--- src/rtl/os_tick_timer_pkg.sv ---
`timescale 1ns/1ps
package os_tick_timer_pkg;
  localparam int ADDR_W = 6;
  localparam int BUS_W  = 32;
  localparam int CTL_W  = 8;
  localparam int MODE_BIT = 1;

  localparam logic [ADDR_W-1:0] OFS_CMP    = 6'h00;
  localparam logic [ADDR_W-1:0] OFS_COUNT  = 6'h04;
  localparam logic [ADDR_W-1:0] OFS_STATUS = 6'h10;
  localparam logic [ADDR_W-1:0] OFS_START  = 6'h14;
  localparam logic [ADDR_W-1:0] OFS_STOP   = 6'h18;
  localparam logic [ADDR_W-1:0] OFS_CTL    = 6'h20;

  typedef enum logic {
    MODE_INTERVAL = 1'b0,
    MODE_FREERUN  = 1'b1
  } tmr_mode_e;

  // Per-cycle counter commands from control to datapath; at most one is set.
  typedef struct packed {
    logic loadDown;  // start, interval: count <= compare, capture compare
    logic clearUp;   // start, free run: count <= 0, capture compare
    logic reload;    // interval terminal: count <= captured compare
    logic decr;      // interval step
    logic incr;      // free-run step
  } tmr_strobe_t;
endpackage

--- src/rtl/os_tick_timer_dp.sv ---
`timescale 1ns/1ps
module os_tick_timer_dp
  import os_tick_timer_pkg::*;
#(
  parameter int CNT_W = 32
) (
  input  logic             clk,
  input  logic             rstN,
  input  tmr_strobe_t      stb,
  input  logic [CNT_W-1:0] cmpReg,
  output logic [CNT_W-1:0] cntVal,
  output logic             cntZero,
  output logic             cntMatch
);
  logic [CNT_W-1:0] cntQ;
  logic [CNT_W-1:0] heldCmp;

  always_ff @(posedge clk or negedge rstN) begin
    if (!rstN) begin
      cntQ    <= '0;
      heldCmp <= '0;
    end else if (stb.loadDown) begin
      cntQ    <= cmpReg;
      heldCmp <= cmpReg;
    end else if (stb.clearUp) begin
      cntQ    <= '0;
      heldCmp <= cmpReg;
    end else if (stb.reload) begin
      cntQ <= heldCmp;
    end else if (stb.decr) begin
      cntQ <= cntQ - 1'b1;
    end else if (stb.incr) begin
      cntQ <= cntQ + 1'b1;
    end
  end

  assign cntVal   = cntQ;
  assign cntZero  = (cntQ == '0);
  assign cntMatch = (cntQ == heldCmp);


  strobe_exclusive_chk: assert property (@(posedge clk) disable iff (!rstN)
    $onehot0(stb));

  up_step_chk: assert property (@(posedge clk) disable iff (!rstN)
    stb.incr |=> cntQ == $past(cntQ) + 1'b1);

  down_step_chk: assert property (@(posedge clk) disable iff (!rstN)
    stb.decr |=> cntQ == $past(cntQ) - 1'b1);

  clear_start_chk: assert property (@(posedge clk) disable iff (!rstN)
    stb.clearUp |=> cntQ == '0);

  hold_idle_chk: assert property (@(posedge clk) disable iff (!rstN)
    (stb == '0) |=> $stable(cntQ));
endmodule

--- src/rtl/os_tick_timer_ctrl.sv ---
`timescale 1ns/1ps
module os_tick_timer_ctrl
  import os_tick_timer_pkg::*;
#(
  parameter int CNT_W = 32
) (
  input  logic              clk,
  input  logic              rstN,
  input  logic [ADDR_W-1:0] busAddr,
  input  logic              busWrEn,
  input  logic [BUS_W-1:0]  busWrData,
  output logic [BUS_W-1:0]  busRdData,
  input  logic [CNT_W-1:0]  cntVal,
  input  logic              cntZero,
  input  logic              cntMatch,
  output tmr_strobe_t       stb,
  output logic [CNT_W-1:0]  cmpReg,
  output logic              irqPulse
);
  logic [CTL_W-1:0] ctlReg;
  logic             running;
  tmr_mode_e        activeMode;
  logic             startStb;
  logic             stopStb;
  logic             irqQ;

  assign startStb = busWrEn && (busAddr == OFS_START) && busWrData[0];
  assign stopStb  = busWrEn && (busAddr == OFS_STOP)  && busWrData[0];

  // Software-visible registers
  always_ff @(posedge clk or negedge rstN) begin
    if (!rstN) begin
      cmpReg <= '0;
      ctlReg <= '0;
    end else if (busWrEn) begin
      if (busAddr == OFS_CMP) cmpReg <= busWrData[CNT_W-1:0];
      if (busAddr == OFS_CTL) ctlReg <= busWrData[CTL_W-1:0];
    end
  end

  // Run state, mode captured at start, registered interrupt
  always_ff @(posedge clk or negedge rstN) begin
    if (!rstN) begin
      running    <= 1'b0;
      activeMode <= MODE_INTERVAL;
      irqQ       <= 1'b0;
    end else if (startStb) begin
      running    <= 1'b1;
      activeMode <= tmr_mode_e'(ctlReg[MODE_BIT]);
      irqQ       <= 1'b0;
    end else if (stopStb) begin
      running <= 1'b0;
      irqQ    <= 1'b0;
    end else begin
      irqQ <= running && ((activeMode == MODE_FREERUN) ? cntMatch : cntZero);
    end
  end

  always_comb begin
    stb = '0;
    if (startStb) begin
      if (ctlReg[MODE_BIT]) stb.clearUp  = 1'b1;
      else                  stb.loadDown = 1'b1;
    end else if (running && !stopStb) begin
      if (activeMode == MODE_FREERUN) stb.incr   = 1'b1;
      else if (cntZero)               stb.reload = 1'b1;
      else                            stb.decr   = 1'b1;
    end
  end

  always_comb begin
    case (busAddr)
      OFS_CMP:    busRdData = BUS_W'(cmpReg);
      OFS_COUNT:  busRdData = BUS_W'(cntVal);
      OFS_STATUS: busRdData = BUS_W'(running);
      OFS_CTL:    busRdData = BUS_W'(ctlReg);
      default:    busRdData = '0;
    endcase
  end

  assign irqPulse = irqQ;


  start_sets_run_chk: assert property (@(posedge clk) disable iff (!rstN)
    startStb |=> running);

  stop_clears_run_chk: assert property (@(posedge clk) disable iff (!rstN)
    stopStb |=> !running);

  irq_needs_run_chk: assert property (@(posedge clk) disable iff (!rstN)
    irqPulse |-> $past(running));

  mode_held_chk: assert property (@(posedge clk) disable iff (!rstN)
    (running && !startStb) |=> $stable(activeMode));
endmodule

--- src/rtl/os_tick_timer.sv ---
`timescale 1ns/1ps
module os_tick_timer
  import os_tick_timer_pkg::*;
#(
  parameter int CNT_W = 32
) (
  input  logic              clk,
  input  logic              rstN,
  input  logic [ADDR_W-1:0] busAddr,
  input  logic              busWrEn,
  input  logic [BUS_W-1:0]  busWrData,
  output logic [BUS_W-1:0]  busRdData,
  output logic              irqPulse
);
  tmr_strobe_t      stb;
  logic [CNT_W-1:0] cmpReg;
  logic [CNT_W-1:0] cntVal;
  logic             cntZero;
  logic             cntMatch;

  os_tick_timer_ctrl #(.CNT_W(CNT_W)) ctrl_i (
    .clk(clk), .rstN(rstN),
    .busAddr(busAddr), .busWrEn(busWrEn), .busWrData(busWrData),
    .busRdData(busRdData),
    .cntVal(cntVal), .cntZero(cntZero), .cntMatch(cntMatch),
    .stb(stb), .cmpReg(cmpReg), .irqPulse(irqPulse)
  );

  os_tick_timer_dp #(.CNT_W(CNT_W)) dp_i (
    .clk(clk), .rstN(rstN),
    .stb(stb), .cmpReg(cmpReg),
    .cntVal(cntVal), .cntZero(cntZero), .cntMatch(cntMatch)
  );
endmodule

--- config.mk ---
export PLATFORM = sky130hd
export DESIGN_NAME = os_tick_timer
export DESIGN_NICKNAME = d
export VERILOG_FILES = /design/src/rtl/os_tick_timer_pkg.sv /design/src/rtl/os_tick_timer_dp.sv /design/src/rtl/os_tick_timer_ctrl.sv /design/src/rtl/os_tick_timer.sv
export SDC_FILE = /design/constraint.sdc
export NUM_CORES = 1
export LEC_CHECK = 0
export BUFFER_PORTS_ARGS = -buffer_cell sky130_fd_sc_hd__clkbuf_2
export CAP_MARGIN = 10
export CORE_ASPECT_RATIO = 1.5
export CORE_MARGIN = 1.5
export CORE_UTILIZATION = 55
export DETAILED_ROUTE_END_ITERATION = 10
export GPL_TIMING_DRIVEN = 0
export HOLD_SLACK_MARGIN = 0.1
export PLACE_DENSITY = 0.75
export SYNTH_ARGS = -nofsm -noshare
export SYNTH_HDL_FRONTEND = slang
export SYNTH_SLANG_ARGS = --single-unit
--- constraint.sdc ---
create_clock -name clk -period 15.11 [get_ports clk]
set_input_delay 1.511 -clock clk [delete_from_list [all_inputs] [get_ports clk]]
set_output_delay 1.511 -clock clk [all_outputs]
set_load 0.02 [all_outputs]
-- After elaboration in Yosys (flattened, before gate mapping)
Cells that the tools add are included.
- bits in latches: 0
- bits in registers: 107
- ROM bits: 0
- logic and storage cells: 51
- memories kept: 0
- bits in writable memories: 0
- output and inout port bits: 33
- bitwise logic cells: 0
- div/mod/pow operators: 0
- order comparisons: 0
- $mul: 0
- add/sub/neg operators: 2
- reduce and logical (&&, ||, !) cells: 14
- shift-type cells: 0
- muxes and demuxes: 22
- equal/unequal tests: 6
- operator list (operator ; number):
    32-bit two-way mux ; 7
    32-bit case mux with 4 select lines ; 1
    32-bit by 1-bit adder with 32-bit output (second input constant) ; 1
    32-bit == test ; 1
    32-bit logical NOT ; 1
    32-bit by 1-bit subtractor with 32-bit output (second input constant) ; 1
    6-bit by 5-bit == test with 1-bit output (second input constant) ; 3
    1-bit two-way mux ; 10
    6-bit by 3-bit == test with 1-bit output (second input constant) ; 1
    6-bit == test (second input constant) ; 1
    1-bit logical AND ; 6
    6-bit logical NOT ; 1
    3-bit two-way mux ; 2
    5-bit nonzero test ; 1
    2-bit two-way mux ; 2
    2-bit AND reduction ; 2
    2-bit nonzero test ; 2
    1-bit logical NOT ; 1

-- Logic depth before layout (Yosys ltp)
Gate-level depths: netlist of the first run.
- depth in word-level cells: 12
- gate-level depth with buffers: 15
- depth with buffers taken out: 14

-- By module
From an unflattened synthesis of the first run, not the netlist that was laid out.
- cell total of the unflattened synthesis: 710
- area, all modules: 7274.5 sq um
- modules (own cells, without submodules) (module ; times used ; area each (sq um) ; cells each ; seq. area each (sq um)):
    os_tick_timer_dp ; 1 ; 5037.3 ; 548 ; 1601.5
    os_tick_timer_ctrl ; 1 ; 2237.1 ; 162 ; 1076.0

-- Worst setup path before layout of the first run
OpenSTA, ideal clock, no wires.
- path type: input -> register
- from: in busAddr[4]
- to: reg dp_i.cntQ[31], in the netlist dp_i.cntVal[31]
- slack: 8.694 ns
- data arrival time: 6.280 ns
- stages on the path: 14
- path buffers: 0
- cell sequence: and4b_4 > a31oi_4 > nand2_2 > nor3_1 > ha_1 > a211o_1 > a211oi_1 > nor2_1 > o21ai_1 > a311oi_1 > o31ai_1 > xor2_1 > o21ai_0 > a2bb2oi_1
- longest elaborated chain between the ends: 11
- RTL lines (element ; line ; source):
    from (decl) ; os_tick_timer.sv:9 ; input logic [ADDR_W-1:0] busAddr,
    6-bit by 5-bit == test with 1-bit output ; os_tick_timer_ctrl.sv:28 ; assign stopStb = busWrEn && (busAddr == OFS_STOP) && busWrData[0];
    1-bit logical AND (2 in series) ; os_tick_timer_ctrl.sv:28 ;
    1-bit logical NOT ; os_tick_timer_ctrl.sv:64 ; end else if (running && !stopStb) begin
    1-bit logical AND ; os_tick_timer_ctrl.sv:64 ;
    3-bit two-way mux ; os_tick_timer_ctrl.sv:64 ;
    3-bit two-way mux ; os_tick_timer_ctrl.sv:61 ; if (startStb) begin
    32-bit two-way mux ; os_tick_timer_dp.sv:30 ; end else if (stb.decr) begin
    32-bit two-way mux ; os_tick_timer_dp.sv:28 ; end else if (stb.reload) begin
    32-bit two-way mux ; os_tick_timer_dp.sv:25 ; end else if (stb.clearUp) begin
    32-bit two-way mux ; os_tick_timer_dp.sv:22 ; end else if (stb.loadDown) begin
    to (signal assigned) ; os_tick_timer_dp.sv:23 ; cntQ <= cmpReg;
    to (signal assigned) ; os_tick_timer_dp.sv:29 ; cntQ <= heldCmp;
    to (signal assigned) ; os_tick_timer_dp.sv:31 ; cntQ <= cntQ - 1'b1;
    to (decl) ; os_tick_timer_dp.sv:15 ; logic [CNT_W-1:0] cntQ;
Several ways; a longest one is shown, not always the timed one.
A chain may end at the register's enable or synchronous reset.

-- Worst setup path in the final report of the first run
- from: in busAddr[4]
- to: reg dp_i.cntQ[30], in the netlist dp_i.cntVal[30]
Same word-level chain as after synthesis.

==> impl_metrics.csv, run 1 <==
group,metric,value,unit
place,dpl_cell_area,7405,um2
yosys,ys_seq_area_share,39.37,%
die,die_y,139.2,um
timing,relSlewSlack,22.30,%
yosys,synth.area.top_cells,"dfrtp_1 39%, nand2_1 7.5%, mux2_2 6.6%",
timing,fin_skew,0.008370,ns
global_routing,grt_util_met2,56.56,%
run,cap_violations,0,
yosys,ys.flop_type,"dfrtp_1",
yosys,synth-xor-area-share,7.084,%
yosys,yosys.area.top_type,"dfrtp_1",
worst_setup_path,start_kind,"input pin",
min_path,hold_depth,1,
worst_setup_path,r2r_cells,17,
min_path,hold_path_class,"reg2reg",
cts,clock_latency,0.35,ns
die,rows,49,
worst_setup_path,cp_max_fo,9,
worst_setup_path,cpLargestDelayFamily,"compound AO/OA/AOI/OAI gates",
run_status,status,"complete, no violations",
yosys,syn_area,6800,um2
layout,regArea,2678,um2
yosys,synth_top_family_by_area,"compound AO/OA/AOI/OAI gates",
layout,final_core_util,64.05,%
die,pin_count,74,
global_routing,use_met1,40.88,%
layout,syn2layout_area_growth,13.17,%
detailed_routing,ant_nets,0,
global_routing,grt.met3_usage,5.537,%
timing,fmaxAchievable,0.1760,GHz
yosys,synth_top_cell_area_share,39.37,%
global_routing,grt_util_all_layers,34.41,%
yosys,synth-seq-cells,107,
cts,cts_tree,"yes",
layout,drive_above_1_share,17.03,%
global_routing,top_usage_layer,"met2",
min_path,hold_start,"ctrl_i.ctlReg[7]",
yosys,async_flop_share,100.0,%
timing,hold_viol,0,
yosys,ys_warn_count,0,
worst_setup_path,critical_path_buf_inv_count,3,
timing,rsz0062_at_grt,"no",
worst_setup_path,critical_path_class,"in2reg",
worst_setup_path,r2r_slack,10.33,ns
yosys,synth-compound-area-share,20.74,%
detailed_routing,vias_per_cell,6.596,
worst_setup_path,critPathRequiredTime,15.35,ns
min_path,min_to,"ctrl_i.ctlReg[7]",
layout,fin_nets,896,
yosys,syn_inst,737,
global_routing,grt_pass1_wl,33940,um
yosys,synth.most_common_cell,"nand2_1",
die,dieArea,13050,um2
detailed_routing,routed_wl,22070,um
cts,cts_buffer_depth,2,
yosys,syn_nets,809,
global_routing,grt_pass1_vias,6410,
worst_setup_path,worstSetupStartpoint,"busAddr[4]",
layout,multiInputGateArea,3945,um2
global_routing,grt_max_degree,108,
yosys,avgSynthCellArea,9.227,um2
layout,antenna_cells,0,
pwr,leakage,3.622,nW
timing,tightest_slew,1.157,ns
timing,slew_viol_final,0,
worst_setup_path,cp_cell_sequence,"clkbuf_2 -> and4b_4 -> a31oi_4 -> nand2_2 -> nor3_2 -> buf_6 -> buf_6 -> ha_1 -> a21oi_1 -> o21ai_0 -> nand2_1 -> o311ai_2 -> o311ai_0 -> a21oi_1 -> o21ai_0 -> mux2i_1 -> nand2_1",
cts,cts_made_buffers,9,
detailed_routing,drt_iter0_drc,689,
worst_setup_path,cp-end-kind,"flop",
yosys,yosys-mux-area-fraction,7.507,%
pwr,p_per_area,183.9,nW/um2
cts,cts_sinks,107,
cts,cts-resized-gates,0,
place,place.gp.congestion,1.001,
cts,cts_setup_buffers,0,
timing,fin_setup_tns,0,ns
place,dp_hpwl,15870,um
timing,fin_crit,5.683,ns
worst_setup_path,r2r_end,"dp_i.cntVal[30]",
yosys,synthSimpleGateAreaFrac,16.80,%
global_routing,gr-total-overflow,0,
pwr,peakVddDrop,97.45,uV
yosys,synthAdderAreaFrac,5.814,%
worst_setup_path,r2r_start,"dp_i.cntVal[0]",
detailed_routing,first_pass_iters,6,
global_routing,antenna_found_initial,0,
layout,postLayoutCellArea,7696,um2
yosys,synthDistinctLibCells,60,
detailed_routing,drc,0,
cts,htreeDepth,3,
cts,clkTransAtPathRegs,0.07,ns
timing,setup_ws,9.427,ns
worst_setup_path,worstPathArrival,5.93,ns
die,initial_utilization,56.59,%
die,core-area,12020,um2
cts,cts_hold_buffers,0,
die,dieWidth,93.79,um
detailed_routing,num_vias,6471,
detailed_routing,wl_per_cell,22.50,um
timing,setup_violations,0,
yosys,synth_edf_count,0,
timing,timing.final.crit_share,37.61,%
worst_setup_path,max_stage_delay,0.76,ns
place,dp_slack,9.188,ns
cts,cts_root_buf,"clkbuf_16",
worst_setup_path,crit_slowest_cell,"o311ai_0",
yosys,synth_commonest_cells,"136 x nand2_1, 107 x dfrtp_1, 49 x a21oi_1, 40 x mux2_2, 40 x nor2_1",
layout,fillCellCount,1087,
place,portBuffers,73,
## worst max path at each step
stage               depth (start not counted)              end  slack, ns
finish                                     17  dp_i.cntVal[30]       9.43
floorplan                                  14  dp_i.cntVal[31]       8.69
CTS                                        17  dp_i.cntVal[30]       9.54
global placement                           15  dp_i.cntVal[31]       6.79
detailed placement                         17  dp_i.cntVal[30]       9.19
global route                               17  dp_i.cntVal[30]       9.16
## routing by layer
layer  routed length, um  share of wire, %  up-vias
met1                8030                36     3117
li1                    -                 -     2886
met4                1599               7.2        0
met5                   0                 0        -
met2               10770                49      359
met3                1670               7.6      109
## where the power goes
| part | switching, mW | internal [mW] | leakage, nW |
|---|---|---|---|
| sequential | 0.107 | 0.353 | 1.38 |
| clock | 0.115 | 0.130 | 0.141 |
| combinational | 0.397 | 0.314 | 2.10 |
| total | 0.619 | 0.796 | 3.62 |
## stage by stage
stage | instances | hold WS [ns] | total power [mW]
2_1_floorplan | 737 | 0.4765 | 0.9601
3_3_place_gp | 963 | 0.4884 | 1.124
3_5_place_dp | 966 | 0.4946 | 1.149
4_1_cts | 981 | 0.5104 | 1.395
5_1_grt | 981 | 0.5247 | 1.498
6_report | 981 | 0.5102 | 1.416
## cell type report
| type | instances | share of cell area (%) |
|---|---|---|
| buffer | 29 | 1.447 |
| tap | 153 | 2.487 |
| multi-input combinational | 582 | 51.26 |
| clock buffer | 10 | 2.975 |
| timing repair buffer | 76 | 5.300 |
| sequential | 107 | 34.79 |
| clock inverter | 5 | 0.8129 |
| inverter | 19 | 0.9267 |
## state kept, by name, indices dropped and copies added, names as in the netlist
name / count
ctrl_i.activeMode: 1
ctrl_i.cmpReg: 32
dp_i.cntVal: 32
ctrl_i.irqPulse: 1
ctrl_i.running: 1
ctrl_i.ctlReg: 8
dp_i.heldCmp: 32
## cell usage in the layout (no fill, tap or decap), types with 10 or more instances in the layout
cell type  count
a21o_1        16
a21oi_1       49
a221oi_1      14
a222oi_1      16
a22o_1        24
clkbuf_1      24
clkbuf_2      72
dfrtp_1      107
ha_1          30
inv_1         18
mux2_2        40
nand2_1      136
nand3_1       10
nor2_1        40
nor3_1        15
nor4_1        12
o21ai_0       25
xnor2_1       26
xor2_1        29
## worst reg2reg max path: stages, from the launching register on
cell and delay (ns):
dfrtp_1 0.41, buf_2 0.18, nor4_1 0.48, nand4_1 0.28, nor2_1 0.24, nor3_2 0.15, buf_6 0.19, buf_6 0.15
fa_1 0.41, a21oi_1 0.21, o21ai_0 0.18, nand2_1 0.13, o311ai_2 0.15, o311ai_0 0.76, a21oi_1 0.15, o21ai_0 0.31
mux2i_1 0.22, nand2_1 0.07
## kinds of logic (layout without fill, tap and decap cells)
kind of cell    after synthesis  after routing
simple gates                253            253
compound gates              197            197
flops                       107            107
xor+xnor                     55             55
buf+inv                      48            139
mux                          46             46
fa+ha+maj                    31             31
No activity file was read; power rests on OpenSTA's default activity.
==> run 2, diff against run 1 <==
--- a/config.mk
+++ b/config.mk
@@ -5,6 +5,7 @@
 export SDC_FILE = /design/constraint.sdc
 export NUM_CORES = 1
 export LEC_CHECK = 0
+export ABC_AREA = 1
 export BUFFER_PORTS_ARGS = -buffer_cell sky130_fd_sc_hd__clkbuf_2
 export CAP_MARGIN = 10
 export CORE_ASPECT_RATIO = 1.5
@@ -13,7 +14,7 @@
 export DETAILED_ROUTE_END_ITERATION = 10
 export GPL_TIMING_DRIVEN = 0
 export HOLD_SLACK_MARGIN = 0.1
-export PLACE_DENSITY = 0.75
+export PLACE_DENSITY = 0.78
 export SYNTH_ARGS = -nofsm -noshare
 export SYNTH_HDL_FRONTEND = slang
 export SYNTH_SLANG_ARGS = --single-unit
==> constraint.sdc (replaced) <==
create_clock -name clk -period 4.76 [get_ports clk]
set_input_delay 0.476 -clock clk [delete_from_list [all_inputs] [get_ports clk]]
set_output_delay 0.476 -clock clk [all_outputs]
set_load 0.02 [all_outputs]
==> run 2 against run 1 <==
Net effect: non-clock buffer count down 1; utilization down 1.3 points; routed wire length up 9.3%; critical path depth up 5.
==> impl_metrics.csv, run 2 <==
group,metric,value,unit
run_status,status,"complete, no violations",
timing,timing.final.crit_share,75.46,%
yosys,synth_edf_count,0,
detailed_routing,ant_nets,0,
layout,fin_nets,1358,
layout,antenna_cells,0,
worst_setup_path,cp-end-kind,"flop",
worst_setup_path,crit_slowest_cell,"dfrtp_1",
detailed_routing,drt_iter0_drc,631,
cts,cts_sinks,107,
yosys,ys.flop_type,"dfrtp_1",
layout,syn2layout_area_growth,11.49,%
worst_setup_path,r2r_slack,1.17,ns
worst_setup_path,critical_path_class,"reg2reg",
die,pin_count,74,
yosys,synth_commonest_cells,"375 x nand2_1, 183 x inv_1, 127 x nor2_1, 107 x dfrtp_1, 71 x a21oi_1",
die,rows,53,
timing,fin_setup_tns,0,ns
pwr,leakage,4.897,nW
global_routing,grt_max_degree,108,
cts,cts_made_buffers,9,
cts,cts_tree,"yes",
die,initial_utilization,56.28,%
layout,mostFrequentLayoutCells,"375 x nand2_1, 183 x inv_1, 127 x nor2_1",
worst_setup_path,cp_max_fo,32,
timing,fin_skew,0.006425,ns
worst_setup_path,max_stage_delay,0.43,ns
detailed_routing,drc,0,
worst_setup_path,critPathRequiredTime,5.01,ns
global_routing,gr-total-overflow,0,
timing,setup_ws,1.168,ns
timing,slew_viol_final,0,
timing,rsz0062_at_grt,"no",
layout,final_core_util,62.75,%
yosys,yosys.area.top_type,"dfrtp_1",
place,place.gp.congestion,1.048,
yosys,synth.area.top_cells,"dfrtp_1 34%, nand2_1 18%, inv_1 8.7%",
place,dpl.cell_count,1467,
cts,htreeDepth,3,
cts,clock_latency,0.35,ns
die,dieWidth,100.7,um
cts,cts_root_buf,"clkbuf_16",
layout,drive_above_1_share,10.22,%
timing,setup_violations,0,
place,portBuffers,73,
yosys,ys_warn_count,0,
yosys,synth.most_common_cell,"nand2_1",
worst_setup_path,r2r_end,"dp_i.cntVal[21]",
yosys,synth-seq-cells,107,
cts,cts_hold_buffers,0,
layout,mostFrequentLayoutCell,"nand2_1",
run,cap_violations,0,
timing,tightest_slew,0.9015,ns
global_routing,grt_pass1_wl,38540,um
global_routing,grt_pass1_vias,7686,
pwr,peakVddDrop,424.4,uV
global_routing,grt_util_all_layers,33.28,%
timing,relSlewSlack,39.68,%
cts,cts_setup_buffers,0,
timing,hold_ws,0.1923,ns
worst_setup_path,worstPathArrival,3.84,ns
worst_setup_path,r2r_start,"dp_i.cntVal[29]",
place,dp_hpwl,19400,um
global_routing,antenna_found_initial,0,
worst_setup_path,cpLargestDelayFamily,"simple AND/OR/NAND/NOR gates",
min_path,hold_path_class,"in2async",
pwr,p_per_area,433.4,nW/um2
cts,clkTransAtPathRegs,0.08,ns
die,dieArea,15060,um2
yosys,syn_area,7875,um2
yosys,synth_top_cell_area_share,34.00,%
layout,final_cells,1483,
timing,fin_crit,3.592,ns
detailed_routing,wl_per_cell,16.27,um
cts,cts-resized-gates,0,
cts,cts_buffer_depth,2,
worst_setup_path,critical_path_buf_inv_count,2,
detailed_routing,routed_wl,24120,um
yosys,avgSynthCellArea,6.552,um2
yosys,synthDistinctLibCells,44,
timing,fmaxAchievable,0.2784,GHz
yosys,syn_inst,1202,
yosys,async_flop_share,100.0,%
yosys,syn_nets,1274,
detailed_routing,vias_per_cell,5.505,
die,die_y,149.6,um
worst_setup_path,r2r_cells,22,
worst_setup_path,cp_common_cell,"nand2_1",
worst_setup_path,start_kind,"flop",
die,core-area,13990,um2
worst_setup_path,cp_cell_sequence,"inv_1 -> nand2_1 -> nor2_1 -> nand2_1 -> nor2_1 -> nand2_2 -> nand2_2 -> inv_2 -> ha_1 -> or2_2 -> nand3_1 -> nand2_1 -> nand2_1 -> nand2_1 -> nand2_1 -> nand2_1 -> nand2_1 -> nand3_1 -> nand2_1 -> nand2_1 -> nand2_1 -> nand2_1",
detailed_routing,num_vias,8164,
timing,hold_viol,0,
detailed_routing,first_pass_iters,5,
yosys,ys_seq_area_share,34.00,%
place,dp_slack,1.180,ns
## run 2: power by group
part	internal [mW]	switching [mW]
Clock	0.367	0.363
Sequential	1.10	0.229
Combinational	0.588	1.16
## run 2: logic make-up (layout without fill, tap and decap cells)
kind of cell	count (synthesis)	in the layout	share of synthesized area [%]
buf+inv	222	311	11.12
xor+xnor	23	23	2.558
mux	2	2	0.2542
simple gates	613	613	32.24
flops	107	107	34.00
fa+ha+maj	31	31	5.021
compound gates	204	204	14.81
## run 2: worst max-delay path by stage
stage | startpoint | endpoint | cells after the start
floorplan | busAddr[5] | dp_i.cntVal[16] | 19
global placement | busAddr[5] | dp_i.cntVal[21] | 23
finish | dp_i.cntVal[29] | dp_i.cntVal[21] | 22
global route | dp_i.cntVal[29] | dp_i.cntVal[28] | 19
CTS | dp_i.cntVal[29] | dp_i.cntVal[21] | 22
detailed placement | busAddr[5] | dp_i.cntVal[21] | 23
## run 2: area by class of cell
cell class                 count  area [um2]
tap                          192       240.2
clock buffer                  10       229.0
clock inverter                 6       61.31
buffer                        31       157.7
timing repair buffer          73       374.1
sequential                   107        2678
inverter                     191       718.2
multi-input combinational    873        4322
fill                        1391        5213
## run 2: through the flow
step	total power [mW]	cell area [um2]
2_1_floorplan	2.519	7875
3_3_place_gp	2.999	8481
3_5_place_dp	3.034	8489
4_1_cts	3.760	8780
5_1_grt	4.063	8780
6_report	3.805	8780
## run 2: metal layers
metal / GRT usage [%] / part of all wire (%) / up-vias
met4: 18.24 / 5.5 / 0
met1: 42.44 / 41 / 3686
li1: - / - / 4021
met3: 3.223 / 6.4 / 93
met2: 55.17 / 47 / 364
met5: 0 / 0 / -
